$ cat src/rtl/subvec_pkg.sv
package subvec_pkg;
    typedef enum logic [1:0] {
        ST_IDLE = 2'd0,
        ST_RUN  = 2'd1,
        ST_FIN  = 2'd2
    } seq_state_e;
endpackage

$ cat src/rtl/subvec_len_decode.sv
module subvec_len_decode (
    input  logic [1:0] code,
    output logic [2:0] len,
    output logic [1:0] last_sub
);
    // Length is code + 1, so the last sub-element index equals the code.
    always_comb begin
        len      = {1'b0, code} + 3'd1;
        last_sub = code;
    end
endmodule

$ cat src/rtl/subvec_nest_counter.sv
module subvec_nest_counter #(
    parameter int ELEM_W = 3,
    parameter int LIN_W  = 5
) (
    input  logic              clk,
    input  logic              rst_n,
    input  logic              clear,
    input  logic              step,
    input  logic [1:0]        last_sub,
    output logic [ELEM_W-1:0] elem,
    output logic [1:0]        sub,
    output logic [LIN_W-1:0]  lin,
    output logic              sub_wrap
);
    assign sub_wrap = (sub == last_sub);

    always_ff @(posedge clk) begin
        if (!rst_n || clear) begin
            elem <= '0;
            sub  <= '0;
            lin  <= '0;
        end else if (step) begin
            lin <= lin + LIN_W'(1);
            if (sub_wrap) begin
                sub  <= '0;
                elem <= elem + ELEM_W'(1);
            end else begin
                sub <= sub + 2'd1;
            end
        end
    end
endmodule

$ cat src/rtl/subvec_offset_gen.sv
module subvec_offset_gen #(
    parameter int LIN_W = 5,
    localparam int OFS_W = LIN_W + 3
) (
    input  logic [LIN_W-1:0] lin,
    input  logic [1:0]       ew_code,
    output logic [OFS_W-1:0] ofs
);
    always_comb begin
        ofs = {3'b000, lin} << ew_code;
    end
endmodule

$ cat src/rtl/subvec_loop_seq.sv
module subvec_loop_seq #(
    parameter int MAX_VL = 8,
    localparam int VL_W   = $clog2(MAX_VL + 1),
    localparam int ELEM_W = $clog2(MAX_VL),
    localparam int LIN_W  = $clog2(MAX_VL * 4),
    localparam int OFS_W  = LIN_W + 3
) (
    input  logic              clk,
    input  logic              rst_n,
    input  logic              start,
    input  logic [1:0]        len_code,
    input  logic [VL_W-1:0]   vl,
    input  logic [1:0]        ew_code,
    input  logic [MAX_VL-1:0] pred,
    output logic              issue_valid,
    output logic              issue_en,
    output logic [ELEM_W-1:0] elem_idx,
    output logic [1:0]        sub_idx,
    output logic [OFS_W-1:0]  byte_ofs,
    output logic              done
);
    import subvec_pkg::*;

    seq_state_e        state_q, state_d;
    logic [1:0]        code_q;
    logic [VL_W-1:0]   vl_q;
    logic [1:0]        ew_q;
    logic [MAX_VL-1:0] pred_q;

    logic [2:0]        len_unused;
    logic [1:0]        last_sub;
    logic [ELEM_W-1:0] elem;
    logic [1:0]        sub;
    logic [LIN_W-1:0]  lin;
    logic              sub_wrap;
    logic              last_elem;
    logic              accept;

    assign accept = (state_q == ST_IDLE) && start;

    subvec_len_decode u_len (
        .code     (code_q),
        .len      (len_unused),
        .last_sub (last_sub)
    );

    subvec_nest_counter #(.ELEM_W(ELEM_W), .LIN_W(LIN_W)) u_cnt (
        .clk      (clk),
        .rst_n    (rst_n),
        .clear    (state_q != ST_RUN),
        .step     (state_q == ST_RUN),
        .last_sub (last_sub),
        .elem     (elem),
        .sub      (sub),
        .lin      (lin),
        .sub_wrap (sub_wrap)
    );

    subvec_offset_gen #(.LIN_W(LIN_W)) u_ofs (
        .lin     (lin),
        .ew_code (ew_q),
        .ofs     (byte_ofs)
    );

    assign last_elem = (VL_W'(elem) == (vl_q - VL_W'(1)));

    // Configuration capture: only at the accepting edge.
    always_ff @(posedge clk) begin
        if (!rst_n) begin
            code_q <= '0;
            vl_q   <= '0;
            ew_q   <= '0;
            pred_q <= '0;
        end else if (accept) begin
            code_q <= len_code;
            vl_q   <= vl;
            ew_q   <= ew_code;
            pred_q <= pred;
        end
    end

    // State register.
    always_ff @(posedge clk) begin
        if (!rst_n) state_q <= ST_IDLE;
        else        state_q <= state_d;
    end

    // Transitions.
    always_comb begin
        state_d = state_q;
        unique case (state_q)
            ST_IDLE: if (start) state_d = (vl == '0) ? ST_FIN : ST_RUN;
            ST_RUN:  if (sub_wrap && last_elem) state_d = ST_FIN;
            ST_FIN:  state_d = ST_IDLE;
            default: state_d = ST_IDLE;
        endcase
    end

    // Outputs.
    always_comb begin
        issue_valid = (state_q == ST_RUN);
        issue_en    = issue_valid && pred_q[elem];
        done        = (state_q == ST_FIN);
        elem_idx    = elem;
        sub_idx     = sub;
    end
endmodule

$ cat config.mk
export PLATFORM = sky130hd
export DESIGN_NAME = subvec_loop_seq
export DESIGN_NICKNAME = d
export VERILOG_FILES = /design/src/rtl/subvec_pkg.sv /design/src/rtl/subvec_len_decode.sv /design/src/rtl/subvec_nest_counter.sv /design/src/rtl/subvec_offset_gen.sv /design/src/rtl/subvec_loop_seq.sv
export SDC_FILE = /design/constraint.sdc
export NUM_CORES = 1
export LEC_CHECK = 0
export BUFFER_PORTS_ARGS = -buffer_cell sky130_fd_sc_hd__buf_2
export CORE_MARGIN = 2
export CORE_UTILIZATION = 53
export DETAILED_ROUTE_END_ITERATION = 10
export HOLD_SLACK_MARGIN = 0.03
export PLACE_DENSITY = 0.88
export SYNTH_ARGS = -nofsm -noshare
export SYNTH_HDL_FRONTEND = slang
export SYNTH_HIERARCHICAL = 1
export SYNTH_SLANG_ARGS = --single-unit
$ cat constraint.sdc
create_clock -name clk -period 2 [get_ports clk]
set_input_delay 0.4 -clock clk [delete_from_list [all_inputs] [get_ports clk]]
set_output_delay 0.4 -clock clk [all_outputs]
set_load 0.02 [all_outputs]
==> results of run 1 <==
## per-stage QoR
step / setup TNS [ps] / std cells
floorplan: 0 / 169
global placement: 0 / 228
detailed placement: 0 / 228
CTS: -6.61 / 232
global route: -73.9 / 232
finish: 0 / 232
## worst max-delay path, delay by kind of cell (launching register included)
family        cells  cell delay (ps)
flops             1              390
buf+inv           1              160
simple gates      1               50
mux               2              640
## what timing repair did
action	CTS	global route
setup endpoints to repair	1	2
resized for setup	1	2
pin swaps	0	0
## worst max-delay path by stage
stage,slack [ps],start,to,depth (start not counted)
floorplan,260,u_cnt/elem[0],issue_en,3
global placement,390,u_cnt/elem[0],issue_en,4
detailed placement,330,u_cnt/elem[0],issue_en,4
CTS,-7,u_cnt/elem[0],issue_en,4
global route,-70,u_cnt/elem[0],issue_en,4
finish,30,u_cnt/elem[0],issue_en,4
## state kept, by name, summed over array words and instances, names as in the netlist
name / flops
pred_q: 8
u_cnt/lin: 5
vl_q: 4
u_cnt/elem: 3
code_q: 2
ew_q: 2
state_q: 2
u_cnt/sub: 2
## cell type report
class / instances / area, um^2 / area share, %
timing repair buffer: 38 / 200 / 11.7
inverter: 6 / 22.5 / 1.32
sequential: 28 / 566 / 33.1
tap: 31 / 38.8 / 2.27
clock buffer: 3 / 22.5 / 1.32
multi-input combinational: 125 / 830 / 48.5
clock inverter: 1 / 30.0 / 1.76
## report_power, final
group | switching, mW | internal, mW
logic | 0.0854 | 0.0692
registers | 0.0270 | 0.582
clock network | 0.167 | 0.203
total | 0.279 | 0.853
## metal layers
layer | wire, um | track usage, % | up-vias | part of all wire (%)
li1 | - | - | 647 | -
met4 | 41 | 5.32 | 0 | 1.3
met2 | 1470 | 35.2 | 28 | 47
met5 | 0 | 0 | - | 0
met3 | 158 | 5.76 | 4 | 5.1
met1 | 1450 | 26.5 | 604 | 46
==> out/qor.txt, run 1 <==
Outcome - complete, no violations
Vias/cell - 5.53
Worst hold path stage count - 3
Leakage - 0.714 nW
Post-place setup slack - 330 ps
Maxcap violations - 0
Area Overhead vs Synth - 16.0%
RSZ-0062 raised after global routing - true
DRT iter0 DRCs - 51
Placed Area - 1650 um^2
Worst EP arrival - 1570 ps
Setup CP Type - reg2out
Vias - 1283
Die Ht - 56.7 um
Sink Count - 28
Cts hold-fix bufs - 0
R2R cell count - 5
Total GRT Usage - 20.9%
Design area - 1710 um^2
CTS max path bufs - 2
Hold crit path type - in2reg
Final Util - 63.6%
Drt first pass iters - 4
Pwr per Cell Area - 663 nW/um^2
Initial Util - 54.9%
Crit path largest cell delay - 500 ps
Wire per inst - 13.4 um
H-tree levels - 1
Syn_area_per_cell - 8.72 um^2
FF-to-FF Start - state_q[1]
CTS tree - done
Fin Clk Skew - 7.99 ps
Setup bufs post-CTS - 0
Share of layout cells above drive strength 1 - 24.9%
Post-synthesis cell count - 169
CP Cell Sequence - mux4_2 > mux2i_1 > nor2_1 > buf_2
Syn Nets - 191
Die W - 56.7 um
Worst hold slack - 296 ps
Total CTS buffers - 3
Final min period - 1970 ps
CP Data Required Time - 1600 ps
Slowest CP cell - mux4_2
Worst VDD drop - 579 uV
Least-Margin Pin Slew - 495 ps
Detailed Route WL - 3.11 mm
Number of global-route vias before repair - 1187
Initial antenna violation count - 0
Fill count - 235
Crit-path max FO - 3
Ys Warns - 6
Largest net degree at the start of global routing - 21
CP endpoint kind - output pin
# port buffers - 34
Worst-Skew Late Latency - 330 ps
Core Area - 2690 um^2
Antenna-violating nets left - 0
Fin. Hold Viols - 0
Number of top-level pins - 35
Fmax - 506 MHz
Setup violators final - 0
WHS Endpoint - ew_q[1]
Period utilisation layout - 98.7%
Final worst slack - 25.2 ps
DP HPWL - 2.29 mm
FP Rows - 19
Syn Std Cell Area - 1470 um^2
Worst r2r dst - u_cnt/elem[0]
CTS clk-pin slew, worst paths - 140 ps
Global-route wire length before repair - 5.32 mm
Gpl congestion - 0.772
Slew HR - 66.9%
DRC - 0
Setup crit start kind - register
Most frequent cells in the layout - 37 x nand2_1, 34 x buf_2, 26 x dfxtp_1
Clock root cell - clkbuf_4
# diodes - 0
Grt total ovfl - 0
Pins Over Slew Limit - 0
Commonest non-fill, non-tap cell in the layout - nand2_1
Overall power - 1.13 mW
R2R Setup Slk - 400 ps
Die area - 3220 um^2
Hold Startpoint - ew_code[1]
Nets - 224
(Power assumes the default switching activity.)
==> inputs of run 2 (changes only) <==
--- a/config.mk
+++ b/config.mk
@@ -5,7 +5,9 @@
 export SDC_FILE = /design/constraint.sdc
 export NUM_CORES = 1
 export LEC_CHECK = 0
+export ABC_CLOCK_PERIOD_IN_PS = 2000
 export BUFFER_PORTS_ARGS = -buffer_cell sky130_fd_sc_hd__buf_2
+export CORE_ASPECT_RATIO = 1.2
 export CORE_MARGIN = 2
 export CORE_UTILIZATION = 53
 export DETAILED_ROUTE_END_ITERATION = 10
==> run 2 against run 1 <==
  * Combinational power is 3% lower
  * Register-to-register slack gained 30 ps
  * Count of clock-buffer cells in the layout increased by 1
  * Cell count up 0.86%
  * Clock skew shrank 0.99 ps
  * Core utilization grew 1.6 points
  * Critical path depth is the same
  * Sequential share of layout area grew 0.17 points
==> out/qor.txt, run 2 (synthesis gave the netlist of run 1 again) <==
CP endpoint kind - output pin
Clock root cell - clkbuf_4
Total GRT Usage - 19.4%
Worst-Skew Late Latency - 330 ps
Wire per inst - 11.7 um
Slowest CP cell - mux4_2
Worst VDD drop - 530 uV
DRC - 0
Setup bufs post-CTS - 0
Flop pwr share - 58.8%
Number of top-level pins - 35
# diodes - 0
CTS clk-pin slew, worst paths - 140 ps
Fin. Hold Viols - 0
Fmax - 503 MHz
Hold crit path type - in2reg
Commonest non-fill, non-tap cell in the layout - nand2_1
Die area - 3220 um^2
Worst EP arrival - 1590 ps
Design area - 1700 um^2
Area Overhead vs Synth - 15.1%
Detailed Route WL - 2.73 mm
Most frequent cells in the layout - 37 x nand2_1, 33 x buf_2, 27 x dfxtp_1
Global-route wire length before repair - 4.71 mm
Pins Over Slew Limit - 0
DRT iter0 DRCs - 36
Switching Share - 26.0%
R2R Setup Slk - 430 ps
R2R cell count - 6
Slew HR - 64.4%
Regs by FF count - pred_q (8), u_cnt/lin (5), vl_q (4)
Period utilisation layout - 99.5%
Setup TNS - 0 ps
Setup CP Type - reg2out
Antenna-violating nets left - 0
Clk pwr share - 26.5%
Leakage - 0.707 nW
WHS Endpoint - ew_q[1]
Vias - 1275
Core Area - 2600 um^2
Crit-path max FO - 3
Die Ht - 61.8 um
H-tree levels - 1
Setup violators final - 0
FP Rows - 20
P_sw - 268 uW
Outcome - complete, no violations
Worst hold slack - 296 ps
Maxcap violations - 0
CTS max path bufs - 2
Hold Startpoint - ew_code[1]
Grt total ovfl - 0
Share of layout cells above drive strength 1 - 24.4%
Sink Count - 28
CP Cell Sequence - mux4_2 > mux2i_1 > nor2_1 > buf_4
DP HPWL - 2.08 mm
Initial Util - 56.6%
CTS tree - done
Dpl cells - 230
RSZ-0062 raised after global routing - true
Vias/cell - 5.45
Internal - 762 uW
Crit path largest cell delay - 490 ps
Max reg flops - 8
Initial antenna violation count - 0
CP Data Required Time - 1600 ps
Gpl congestion - 0.750
Pwr per Cell Area - 607 nW/um^2
Least-Margin Pin Slew - 532 ps
Final min period - 1990 ps
Worst hold path stage count - 3
Placed Area - 1650 um^2
Fin Clk Skew - 7.00 ps
Drt first pass iters - 4
Final Non-Filler Cells - 234
Die W - 52.1 um
Worst r2r dst - u_cnt/elem[2]
Largest net degree at the start of global routing - 21
Total CTS buffers - 3
FF-to-FF Start - state_q[1]
Number of global-route vias before repair - 1074
Top reg by flops - pred_q
Setup crit start kind - register
# port buffers - 34
Nets - 224
Comb pwr share - 14.7%
Overall power - 1.03 mW
## run 2: stage by stage
stage	util, %	setup WS, ps
global placement	63.6	372
CTS	65.0	1.89
global route	65.2	-52.0
detailed placement	63.6	337
floorplan	-	264
finish	65.2	10.5
## run 2: area by class of cell
| type | instances | area, um^2 |
|---|---|---|
| fill | 250 | 906 |
| multi-input combinational | 125 | 830 |
| timing repair buffer | 38 | 203 |
| clock buffer | 4 | 36.3 |
| tap | 33 | 41.3 |
| inverter | 6 | 22.5 |
| sequential | 28 | 564 |
## run 2: worst max-delay path by stage
stage	start	to	slack [ps]	cells after the start
after global placement	u_cnt/elem[0]	issue_en	370	4
after floorplan	u_cnt/elem[0]	issue_en	260	3
final	u_cnt/elem[0]	issue_en	10	4
after CTS	u_cnt/elem[0]	issue_en	2	4
after detailed placement	u_cnt/elem[0]	issue_en	340	4
after global routing	u_cnt/elem[0]	issue_en	-50	4
## run 2: repair_timing
| action | CTS | global route |
|---|---|---|
| cloned | 0 | 0 |
| endpoints found under the setup margin | 1 | 1 |
| endpoints found under the hold margin | 0 | 0 |
| resized for setup | 1 | 2 |
| hold buffers | 0 | 0 |
## run 2: power by group through the flow
stage / clock, mW / combinational (mW) / sequential [mW]
after detailed placement: 0 / 0.152 / 0.620
final: 0.273 / 0.151 / 0.606
after CTS: 0.278 / 0.152 / 0.607
after global placement: 0 / 0.147 / 0.619
after floorplan: 0 / 0.119 / 0.608
after global routing: 0.302 / 0.171 / 0.611
## run 2: critical path, delay by kind of cell (launching register included)
| family | cells | cell delay [ps] |
|---|---|---|
| buf+inv | 1 | 160 |
| flops | 1 | 390 |
| mux | 2 | 650 |
| simple gates | 1 | 70 |
## run 2: per-layer routing
| layer | vias to the layer above | track usage (%) | part of all wire [%] |
|---|---|---|---|
| met5 | - | 0 | 0 |
| met4 | 0 | 7.69 | 1.5 |
| met3 | 5 | 3.35 | 4.4 |
| met2 | 31 | 32.2 | 49 |
| met1 | 593 | 25.5 | 45 |
| li1 | 646 | - | - |
